`src/rtl/an_link_resolver.sv`:
```
module an_link_resolver (
  input  logic        clk,
  input  logic        rst_n,
  input  logic        start,
  input  logic        mode_mii,
  input  logic [15:0] mii_stat,
  input  logic [15:0] gig_ctl,
  input  logic [15:0] gig_stat,
  input  logic [15:0] an_adv,
  input  logic [15:0] an_lpa,
  input  logic        mac_link,
  output logic        resample_req,
  input  logic        stat_ack,
  output logic        link_up,
  output logic [1:0]  speed,
  output logic [1:0]  duplex,
  output logic        res_valid
);
  logic [15:0] common;
  logic        gig;
  logic [1:0]  r_spd, r_dup;
  logic        r_link;
  logic [15:0] snap;
  logic        p_link;
  logic [1:0]  p_spd, p_dup;

  assign gig    = !mode_mii && gig_ctl[9] && gig_stat[11];
  assign common = (an_lpa == 16'h0) ? an_adv : (an_adv & an_lpa);

  always_comb begin
    r_spd = 2'd0;
    r_dup = 2'd0;
    if (gig) begin
      r_spd = 2'd3; r_dup = 2'd2;
    end else if (common[8]) begin
      r_spd = 2'd2; r_dup = 2'd2;
    end else if (common[7]) begin
      r_spd = 2'd2; r_dup = 2'd1;
    end else if (common[6]) begin
      r_spd = 2'd1; r_dup = 2'd2;
    end else if (common[5]) begin
      r_spd = 2'd1; r_dup = 2'd1;
    end
  end

  assign r_link = (r_spd != 2'd0) && (r_dup != 2'd0) && mii_stat[2] && mac_link;

  always_ff @(posedge clk or negedge rst_n) begin
    if (!rst_n) begin
      resample_req <= 1'b0;
      res_valid    <= 1'b0;
      link_up      <= 1'b0;
      speed        <= 2'd0;
      duplex       <= 2'd0;
      snap         <= 16'h0;
      p_link       <= 1'b0;
      p_spd        <= 2'd0;
      p_dup        <= 2'd0;
    end else begin
      res_valid <= 1'b0;
      if (!resample_req) begin
        if (start) begin
          snap         <= mii_stat;
          p_link       <= r_link;
          p_spd        <= r_link ? r_spd : 2'd0;
          p_dup        <= r_link ? r_dup : 2'd0;
          resample_req <= 1'b1;
        end
      end else if (stat_ack) begin
        if (mii_stat == snap) begin
          link_up      <= p_link;
          speed        <= p_spd;
          duplex       <= p_dup;
          res_valid    <= 1'b1;
          resample_req <= 1'b0;
        end else begin
          snap   <= mii_stat;
          p_link <= r_link;
          p_spd  <= r_link ? r_spd : 2'd0;
          p_dup  <= r_link ? r_dup : 2'd0;
        end
      end
    end
  end
endmodule


```
`config.mk`:
```
export PLATFORM = sky130hd
export DESIGN_NAME = an_link_resolver
export DESIGN_NICKNAME = d
export VERILOG_FILES = /design/src/rtl/an_link_resolver.sv
export SDC_FILE = /design/constraint.sdc
export NUM_CORES = 1
export LEC_CHECK = 0
export ABC_AREA = 1
export BUFFER_PORTS_ARGS = -buffer_cell sky130_fd_sc_hd__buf_2
export CAP_MARGIN = 20
export CORE_MARGIN = 3
export CORE_UTILIZATION = 44
export CTS_CLUSTER_DIAMETER = 60
export CTS_CLUSTER_SIZE = 20
export DETAILED_ROUTE_END_ITERATION = 10
export PLACE_DENSITY = 0.76
export SLEW_MARGIN = 40
export SYNTH_ARGS = -nofsm -noshare
export SYNTH_HDL_FRONTEND = slang
export SYNTH_SLANG_ARGS = --single-unit
```
`constraint.sdc`:
```
create_clock -name clk -period 1.8 [get_ports clk]
set_clock_uncertainty 0.1 [all_clocks]
set_input_delay 0.09 -clock clk [delete_from_list [all_inputs] [get_ports clk]]
set_output_delay 0.09 -clock clk [all_outputs]
set_load 0.005 [all_outputs]
```
# [After elaboration in Yosys (flattened, before gate mapping)]
# Index checks and enable logic that the tools add are counted.
[totals] memories=0 ff_bits=28 latch_bits=0 mem_bits_rw=0 rom_bits=0
[classes] bitwise_logic=1 n_shift=0 div=0 reduce_logical=12 magnitude_cmp=0 muxes=35 addsub=0 n_eq_ne=3 mul=0
[op_table] operator="16-bit two-way mux" n=4
[op_table] operator="2-bit two-way mux" n=17
[op_table] operator="16-bit equality test" n=1
[op_table] operator="16-bit zero test" n=1
[op_table] operator="1-bit two-way mux" n=13
[op_table] operator="9-bit AND" n=1
[op_table] operator="9-bit two-way mux" n=1
[op_table] operator="3-bit AND reduction" n=2
[op_table] operator="2-bit nonzero test" n=3
[op_table] operator="1-bit logical AND" n=5
[op_table] operator="2-bit by 1-bit inequality test with 1-bit output, second input constant" n=1
[op_table] operator="2-bit inequality test, second input constant" n=1
[op_table] operator="1-bit zero test" n=1

# [Longest topological paths before layout]
# Gate-level depths: netlist of the first run.
[logic_depth] word_depth=15 depth_mapped=13 mapped_depth_nobuf=13

# [Least setup slack after synthesis of the first run]
# No wires, ideal clock.
[synth_path] path_type="register -> register" from="register snap[7]" to="register snap[0]" path_buffers=1 arrival_time_ps=1224 path_slack_ps=358 stages_incl_launch_ff=13 required_ps=1583 synth_period_minus_slack_ps=1442 path_cell_list="dfrtp_1 inv_1 nand2_1 nand2_1 nor2_1 nand2_1 nor2_2 nand2_4 nand2_4 nand2_4 buf_6 nand2_1 o21ai_2"
[synth_via] elab_chain_cells=3
[synth_lines] item="start, declared" line_no="23" source="logic [15:0] snap;"
[synth_lines] item="start signal, assigned" line_no="63" source="snap <= mii_stat;"
[synth_lines] item="start signal, assigned" line_no="77" source="snap <= mii_stat;"
[synth_lines] item="16-bit equality test" line_no="70" source="if (mii_stat == snap) begin"
[synth_lines] item="2-bit inequality test (no source line)"
[synth_lines] item="3-bit AND reduction (no source line)"
# No other way between the ends.
# A chain may end at the register's enable or synchronous reset.

# [Worst setup path in the final report of the first run]
[layout_path] from="input mii_stat[8]" to="register snap[9]"
[layout_via] elab_chain_cells=3
[layout_lines] item="start, declared" line_no="6" source="input logic [15:0] mii_stat,"
[layout_lines] item="16-bit equality test" line_no="70"
[layout_lines] item="2-bit inequality test (no source line)"
[layout_lines] item="3-bit AND reduction (no source line)"
# No other way between the ends.

==> results of run 1 <==
## registers in the layout, indices dropped and copies added (netlist names)
signal,count
p_link,1
resample_req,1
p_spd,2
link_up,1
p_dup,2
snap,16
duplex,2
speed,2
res_valid,1
## worst paths after layout
check | from | depth (start not counted) | endpoint
setup / recovery | mii_stat[8] | 14 | snap[9]
hold / removal | mac_link | 5 | p_spd[0]
setup reg to reg | snap[8] | 12 | snap[9]
max in group asynchronous | rst_n | 2 | snap[12]
min in group asynchronous | rst_n | 2 | p_dup[0]
hold reg to reg | p_spd[0] | 2 | speed[0]
## placed cells by master (no fill, tap or decap)
master and n:
nand2_1 106, buf_2 49, inv_1 42, dfrtp_1 28
nor2_1 23, dlygate4sd3_1 18, o21ai_2 16, nand3_1 8
o21ai_0 6, clkbuf_8 4, buf_4 4, nor2_2 3
nand2_4 2, a21oi_1 2, clkbuf_16 2, buf_12 2
inv_2 1, o22ai_1 1, nand2_8 1, nand2_2 1
## critical path, stage by stage
cell and delay [ns]:
dlygate4sd3_1 0.52, buf_2 0.12, inv_1 0.04, nand2_1 0.06, nand2_1 0.06, nor2_1 0.13, nand2_1 0.08, nor2_2 0.15
nand2_4 0.08, nand2_4 0.10, nand2_8 0.09, clkbuf_16 0.17, nand2_1 0.06, o21ai_2 0.05
## report_power, final
group          switching (mW)  internal, mW
combinational           0.167         0.147
sequential             0.0205         0.669
clock                   0.194         0.196
total                   0.382          1.01
## per-layer routing
layer / up-vias / GRT usage [%]
met5: - / 0
met4: 0 / 4.051
met3: 2 / 1.997
met2: 47 / 27.58
met1: 706 / 20.97
li1: 877 / -
## layout make-up
cell class	instances	area [um^2]	area share (%)
clock buffer	4	55.05	2.395
inverter	43	161.4	7.022
multi-input combinational	169	778.2	33.86
sequential	28	700.7	30.48
tap	46	57.56	2.504
timing repair buffer	75	545.5	23.73
## kinds of logic (layout without fill, tap and decap cells)
kind of cell / count (synthesis) / after routing / synth area share, %
flip-flops: 28 / 28 / 42.14
AO/OA/AOI/OAI: 25 / 25 / 11.21
AND/OR/NAND/NOR: 144 / 144 / 34.91
buffers and inverters: 46 / 122 / 11.74
## through the flow
step	total power, mW	setup TNS [ns]	instances
after floorplan	0.8674	0	243
after global placement	0.9530	0	337
after detailed placement	0.9619	0	337
after CTS	1.374	0	359
after global routing	1.468	-0.2339	365
final	1.394	0	365
## repair_timing
action | CTS | global route
hold buffers | 18 | 0
gates resized for setup | 0 | 2
setup endpoints to repair | 0 | 17
hold endpoints to repair | 45 | 0
buffers inserted | 0 | 5
==> results.md, run 1 <==
- Number of synthesized flops with an enable pin: 0
- Pre-antenna DRT Iters: 4
- Tot GR Track Use: approximately 16%
- Crit end category: flip-flop
- Gr ovfl total: 0
- # DRC: 0
- Final Cell Area: 0.002298 mm^2
- CTS tree: yes
- Worst slack at placement: 0.1374 ns
- Synth Register Bits: 28
- Layout cells sized above 1: approximately a quarter
- Num rows: 21
- Pwr/cell area: 606.3 mW/mm^2
- Starting Density: ~48%
- Final Max Tran Viols: 0
- Distinct cells, synth: 13
- WS Path Type: in -> reg
- Final worst slack: ~0.056 ns
- Via count: between 1500 and 2000
- R2r setup slk: 0.12 ns
- Nets: 406
- Maximum fanout along the worst path: 9
- Max VDD drop: 0.3695 mV
- Port Buffers: 50
- Largest net degree at the start of global routing: 29
- CTS sink cnt: 28
- CTS clk-pin slew, worst paths: 0.09 ns
- Synthesis-to-layout area growth: 38.22%
- Yosys Warn Count: 0
- I/O Pins: 93
- Asr flop ratio synth: 100.0%
- Ys flop type: dfrtp_1
- Post-DP Area: 0.001957 mm^2
- ANT cells: 0
- GP Congestion: approximately 0.74
- Startpoint class of the critical path: input port
- First-pass GRT wire length: 5678 um
- Worst EP arrival: 1.82 ns
- Highest metal used: met4
- Die H: around 67 um
- Worst relative slew slack: 59.07%
- DIE WIDTH: 67.48 um
- Synth top area share: 42.14%
- Run status: complete, no violations
- Met3 WL: between 150 and 200 um
- CTS max path bufs: 2
- Fin crit share: 96.89%
- Worst hold path class: in -> reg
- H-Tree Depth: 1
- Post-synth top cells: nand2_1 (107), inv_1 (42), dfrtp_1 (28)
- Clock Latency Late Sink: 0.27 ns
- Synth area leader: dfrtp_1
- Routed Antenna Nets: 0
- Cts bufs inserted: 3
- Setup-failing EPs final: 0
- Layout Utilization: between 60% and 70%
- Initial DRC count: 48
- Final min period: 1.744 ns
- RSZ-0062 raised after global routing: yes
- Initial antenna violation count: 0
- Slew at the pin closest to its max-slew limit: 0.6140 ns
- WL met1: approximately 1700 um
- Leak pwr: 1.365 nW
- Vias/cell: 4.471
- Vias in the first global route: 1428
- Max-Cap Viols: 0
- Mapped cell area: 0.001663 mm^2
- DR WL met2: between 1500 and 2000 um
- Syn_area_per_cell: 6.843 um^2
- Synth area leaders: dfrtp_1 (42%), nand2_1 (24%), inv_1 (9.5%)
- Final WL: 3667 um
- Syn_nets: 329
- Min Hold Slack: around 0.060 ns
- FILL cells: 301
- Hpwl dp: 2481 um
- Max Fclk: 0.5734 GHz
- Root Buffer: clkbuf_8
- Routed len/inst: 10.05 um
- CORE AREA: 0.003495 mm^2
- Most frequent cell after synthesis: nand2_1
- Critical path required time: about 1.9 ns
- Synthesized instance count: 243
- Final Hold Fails: 0
- Die ar.: 0.004553 mm^2
- Sequential share of the synthesized area: 42.14%
Power figures use the tool's default switching activity.
==> run 2, diff against run 1 <==
--- a/config.mk
+++ b/config.mk
@@ -8,5 +8,4 @@
 export ABC_AREA = 1
 export BUFFER_PORTS_ARGS = -buffer_cell sky130_fd_sc_hd__buf_2
-export CAP_MARGIN = 20
 export CORE_MARGIN = 3
 export CORE_UTILIZATION = 44
==> constraint.sdc (replaced) <==
create_clock -name clk -period 1.8 [get_ports clk]
set_clock_uncertainty 0.1 [all_clocks]
set_input_delay 0.09 -clock clk [delete_from_list [all_inputs] [get_ports clk]]
set_output_delay 0.09 -clock clk [all_outputs]
set_load 0.1 [all_outputs]
==> results.md, run 2 (synthesis results as in run 1) <==
- Maximum fanout along the worst path: 7
- CORE AREA: approximately 0.0035 mm^2
- Crit end category: flip-flop
- I/O Pins: 93
- Vias in the first global route: roughly 1300
- Cell Int Power: a little under 1 mW
- Final Hold Fails: 0
- Max VDD drop: 0.3215 mV
- Gr ovfl total: 0
- Max Fclk: 0.5842 GHz
- Run status: complete, no violations
- Routed len/inst: 10.30 um
- Starting Density: ~48%
- DIE WIDTH: 67.48 um
- Vias/cell: 4.432
- Initial antenna violation count: 0
- CP cell instances: dlygate4sd3_1 -> buf_2 -> nand2_1 -> nand2_1 -> nor2_1 -> nand2_1 -> nor2_2 -> nand2_4 -> nand2_4 -> nand2_8 -> clkbuf_16 -> nand2_1 -> o21ai_2
- Switching Fraction: about 28%
- Layout cells sized above 1: 26.03%
- Tot GR Track Use: 15.60%
- Crit. Startpoint: mii_stat[0]
- Hpwl dp: 2478 um
- Max-Cap Viols: 0
- Leak pwr: 1.352 nW
- Min Hold Slack: 0.05333 ns
- Most frequent CP cell: nand2_1
- Final Max Tran Viols: 0
- WS Path Type: in -> reg
- Worst path max stage delay: 0.53 ns
- Synthesis-to-layout area growth: 36.72%
- # DRC: 0
- Setup-failing EPs final: 0
- Critical path required time: 1.88 ns
- Total chip power: roughly 1.4 mW
- Root Buffer: clkbuf_8
- Die ar.: 0.004553 mm^2
- FILL cells: a little over 300
- Crit path max-delay family: buffers and inverters
- Largest net degree at the start of global routing: 31
- Nets: 402
- Largest register FFs: 16
- Final worst slack: 0.08822 ns
- Worst slack at placement: 0.1583 ns
- Cts bufs inserted: 3
- Port Buffers: 50
- Final WL: around 3700 um
- Die H: 67.48 um
- Slew at the pin closest to its max-slew limit: 0.6121 ns
- Pre-antenna DRT Iters: 4
- Most frequent cells in the layout: nand2_1 (106), buf_2 (47), inv_1 (42)
- GP Congestion: 0.7424
- Clock Latency Late Sink: 0.28 ns
- Worst hold path class: in -> reg
- Comb pwr share: 23.1%
- H-Tree Depth: 1
- Pwr/cell area: 597.8 mW/mm^2
- CTS sink cnt: 28
- ANT cells: 0
- Final TNS setup: 0 ns
- Hold Path Origin: mac_link
- Final min period: 1.712 ns
- Worst relative slew slack: between 50% and 60%
- CTS tree: yes
- CTS clk-pin slew, worst paths: 0.09 ns
- Via count: between 1500 and 2000
- Register name with the most flops: snap
- Commonest non-fill, non-tap cell in the layout: nand2_1
- Startpoint class of the critical path: input port
- Slowest cell on the critical path: dlygate4sd3_1
- Num rows: 21
- First-pass GRT wire length: 5485 um
- RR Startpoint: snap[8]
- CTS max path bufs: 2
- Routed Antenna Nets: 0
- Clock share of power: 26.1%
- Seq pwr share: 50.8%
- Fin crit share: 95.10%
- Worst EP arrival: between 1.5 and 2 ns
- Worst path bufs/invs: 3
- Switching power: 385.5 uW
- Initial DRC count: 99
[run 2: what timing repair did]
action                                 4_1_cts  5_1_grt
buffers inserted                             0        2
setup endpoints to repair                    0       18
hold buffers                                18        0
endpoints found under the hold margin       45        0
gates resized for setup                      0        4
[run 2: layer usage]
metal  global-route usage, %  vias to the layer above  wire [um]
met2                   25.39                       40       1781
met1                   21.31                      687       1740
met4                   5.316                        0         43
met3                   1.997                        5        152
li1                        -                      868          -
met5                       0                        -          0
[run 2: worst paths after layout]
| kind | endpoint | slack, ns | cells after the start |
|---|---|---|---|
| worst max-delay path | snap[8] | 0.09 | 13 |
| worst min-delay path | p_link | 0.05 | 5 |
| worst max register to register | snap[8] | 0.15 | 12 |
| worst min register to register | speed[0] | 0.39 | 2 |
| max in group asynchronous | resample_req | 0.89 | 2 |
| min in group asynchronous | p_dup[0] | 0.28 | 2 |
[run 2: power groups by stage]
stage / Clock (mW) / Combinational, mW / Sequential [mW]
3_5_place_dp: 0 / 0.263 / 0.701
2_1_floorplan: 0 / 0.170 / 0.698
5_1_grt: 0.378 / 0.357 / 0.695
4_1_cts: 0.358 / 0.293 / 0.689
3_3_place_gp: 0 / 0.256 / 0.699
6_report: 0.355 / 0.314 / 0.690
[run 2: layout make-up]
| type | instances | area [um^2] | share of cell area, % |
|---|---|---|---|
| sequential | 28 | 701.9 | 30.88 |
| timing repair buffer | 71 | 526.8 | 23.17 |
| clock buffer | 4 | 45.04 | 1.981 |
| tap | 46 | 57.56 | 2.532 |
| multi-input combinational | 169 | 780.7 | 34.34 |
| inverter | 43 | 161.4 | 7.100 |
[run 2: worst min-delay path, delay by kind of cell]
kind                   cells  cell delay, ns
buffers and inverters      2            0.15
AND/OR/NAND/NOR            2            0.10
AO/OA/AOI/OAI              1            0.05
[run 2: metrics by stage]
stage               instance area (um^2)  std cells  util [%]
floorplan                           1664        243         -
global placement                    1958        337     56.03
detailed placement                  1958        337     56.03
CTS                                 2183        359     62.48
global route                        2273        361     65.06
finish                              2273        361     65.06
==> run 3, diff against run 2 <==
ABC_AREA = default   (was 1)
CORE_UTILIZATION = 42   (was 44)
CTS_CLUSTER_SIZE = default   (was 20)
PLACE_DENSITY = 0.75   (was 0.76)
==> results.md, run 3 <==
- CTS tree: yes
- Leak pwr: 1.044 nW
- Pwr/cell area: 648.5 mW/mm^2
- Non-Filler Instances: 237
- ANT cells: 0
- Initial DRC count: 30
- Pre-antenna DRT Iters: 4
- Fin crit share: 115.1%
- Layout cells sized above 1: 49.22%
- Final WL: 3675 um
- Vias in the first global route: 1303
- Most frequent cell after synthesis: dfrtp_1
- Placed Cells: 213
- Synth area leaders: dfrtp_1 (47%), xor2_1 (9.5%), mux2_4 (9.1%)
- DIE WIDTH: 65.39 um
- Final min period: 2.072 ns
- H-Tree Depth: 1
- Hpwl dp: 2428 um
- CTS max path bufs: 2
- Syn_area_per_cell: between 10 and 15 um^2
- Routed len/inst: 15.51 um
- Register name with the most flops: snap
- Crit end category: flip-flop
- Gr ovfl total: 0
- Max-Cap Viols: 0
- Area of the multi-input gates: between 800 and 900 um^2
- Nets: 280
- Synth Register Bits: 28
- Tot GR Track Use: 18.23%
- Clock Latency Late Sink: 0.34 ns
- Synth area leader: dfrtp_1
- Die H: 65.39 um
- Cts bufs inserted: 3
- Final Hold Fails: 0
- Syn_nets: 199
- Final Max Tran Viols: 0
- WS Path Type: reg -> reg
- Max VDD drop: 0.5249 mV
- Num rows: 20
- Sequential share of the synthesized area: a little under half
- Ys flop type: dfrtp_1
- Worst EP arrival: approximately 2.2 ns
- Commonest non-fill, non-tap cell in the layout: buf_2
- Layout Utilization: 68.01%
- # DRC: 0
- Vias/cell: around 5.1
- Startpoint class of the critical path: flip-flop
- Distinct cells, synth: 32
- RSZ-0062 raised after global routing: yes
- Worst hold path class: in -> reg
- Max Fclk: around 0.48 GHz
- Number of synthesized flops with an enable pin: 0
- Reg area: 701.9 um^2
- Starting Density: between 40 and 50%
- Slew at the pin closest to its max-slew limit: 0.5958 ns
- Yosys Warn Count: 0
- Final worst slack: -0.2723 ns
- Synthesized instance count: 113
- Mapped cell area: 0.001481 mm^2
- CORE AREA: 0.003203 mm^2
- Worst path max stage delay: 0.43 ns
- Worst relative slew slack: ~60%
- Port Buffers: 50
- Synth top area share: between 40% and 50%
- Worst path bufs/invs: 2
- Via count: 1215
- Failing checks: setup timing
- CP cell instances: xor2_1 -> nor4_2 -> nand4_1 -> buf_4 -> nor2_4 -> buf_6 -> mux2_4
- Maximum fanout along the worst path: 3
- Die ar.: 0.004276 mm^2
- Root Buffer: clkbuf_4
- Setup-failing EPs final: 27
- Largest register FFs: 16
- Post-synth top cells: dfrtp_1 (28), xor2_1 (16), mux2_1 (9), mux2_4 (9), mux2_2 (6)
- Crit path max-delay family: simple AND/OR/NAND/NOR gates
- Run status: finished with violations
- Synthesis-to-layout area growth: 47.04%
- Critical path required time: 1.93 ns
- FILL cells: 261
- First-pass GRT wire length: 6030 um
- R2r setup slk: -0.27 ns
- I/O Pins: 93
- Initial antenna violation count: 0
- CTS sink cnt: 28
- GP Congestion: 0.8849
- Most frequent cells in the layout: buf_2 (50), dfrtp_1 (27), mux2_4 (21)
- Routed Antenna Nets: 0
- CTS clk-pin slew, worst paths: 0.16 ns
- Asr flop ratio synth: 100.0%
- Largest net degree at the start of global routing: 29
- Slowest cell on the critical path: dfrtp_1
## run 3: layout make-up
| class | instances | share of cell area (%) |
|---|---|---|
| Tap cell | 44 | 2.527 |
| Inverter | 5 | 0.8616 |
| Sequential cell | 28 | 32.22 |
| Clock inverter | 1 | 1.379 |
| Timing Repair Buffer | 78 | 24.35 |
| Clock buffer | 3 | 1.034 |
| Multi-Input combinational cell | 78 | 37.62 |
## run 3: kinds of logic (layout without fill, tap and decap cells)
| kind of cell | after synthesis | in the layout | share of synthesized area (%) |
|---|---|---|---|
| mux | 25 | 25 | 21.20 |
| compound gates | 18 | 18 | 9.798 |
| xor+xnor | 16 | 16 | 9.459 |
| simple gates | 19 | 19 | 9.207 |
| flops | 28 | 28 | 47.30 |
| buf+inv | 7 | 87 | 3.040 |
## run 3: per-stage QoR
stage          setup WS [ns]  cell area (um^2)  hold slack (ns)  power [mW]  TNS, ns
6_report             -0.2723              2178          0.05373       1.413   -6.263
5_1_grt              -0.3537              2178          0.03689       1.479   -8.280
4_1_cts              -0.2602              2142          0.02004       1.390   -5.713
3_5_place_dp         -0.2855              1834          0.02439      0.9396   -5.494
3_3_place_gp         -0.2125              1834          0.01973      0.9290   -4.498
2_1_floorplan        -0.1588              1483          -0.3056      0.8379   -1.659
## run 3: worst register-to-register path, cell delays in order (launching register included)
cell     delay [ns]
dfrtp_1        0.43
xor2_1         0.17
nor4_2         0.34
nand4_1        0.18
buf_4          0.20
nor2_4         0.12
buf_6          0.13
mux2_4         0.29
## run 3: path summary, 6_finish.rpt
kind	start	cells past startpoint	endpoint
worst min-delay path	stat_ack	3	p_spd[0]
max in group asynchronous	rst_n	2	resample_req
worst max register to register	snap[5]	7	link_up
min in group asynchronous	rst_n	2	snap[4]
worst min register to register	p_link	1	p_link
worst max-delay path	snap[5]	7	link_up
## run 3: layer usage
metal / up-vias / GRT usage [%] / share of wire [%]
met3: 2 / 4.444 / 5.8
li1: 587 / - / -
met2: 37 / 32.11 / 52
met1: 589 / 22.66 / 41
met4: 0 / 3.627 / 0.41
met5: - / 0 / 0
## run 3: what timing repair did
action / 4_1_cts / 5_1_grt
gates resized for setup: 13 / 7
endpoints found under the setup margin: 27 / 28
hold endpoints to repair: 46 / 0
buffers inserted: 0 / 0
hold buffers: 20 / 0
pin swaps: 3 / 2
## run 3: where the power goes
group | switching [mW] | total [mW] | internal, mW
Sequential | 0.0331 | 0.707 | 0.674
Clock | 0.186 | 0.411 | 0.225
Combinational | 0.123 | 0.295 | 0.171
Total | 0.342 | 1.41 | 1.07
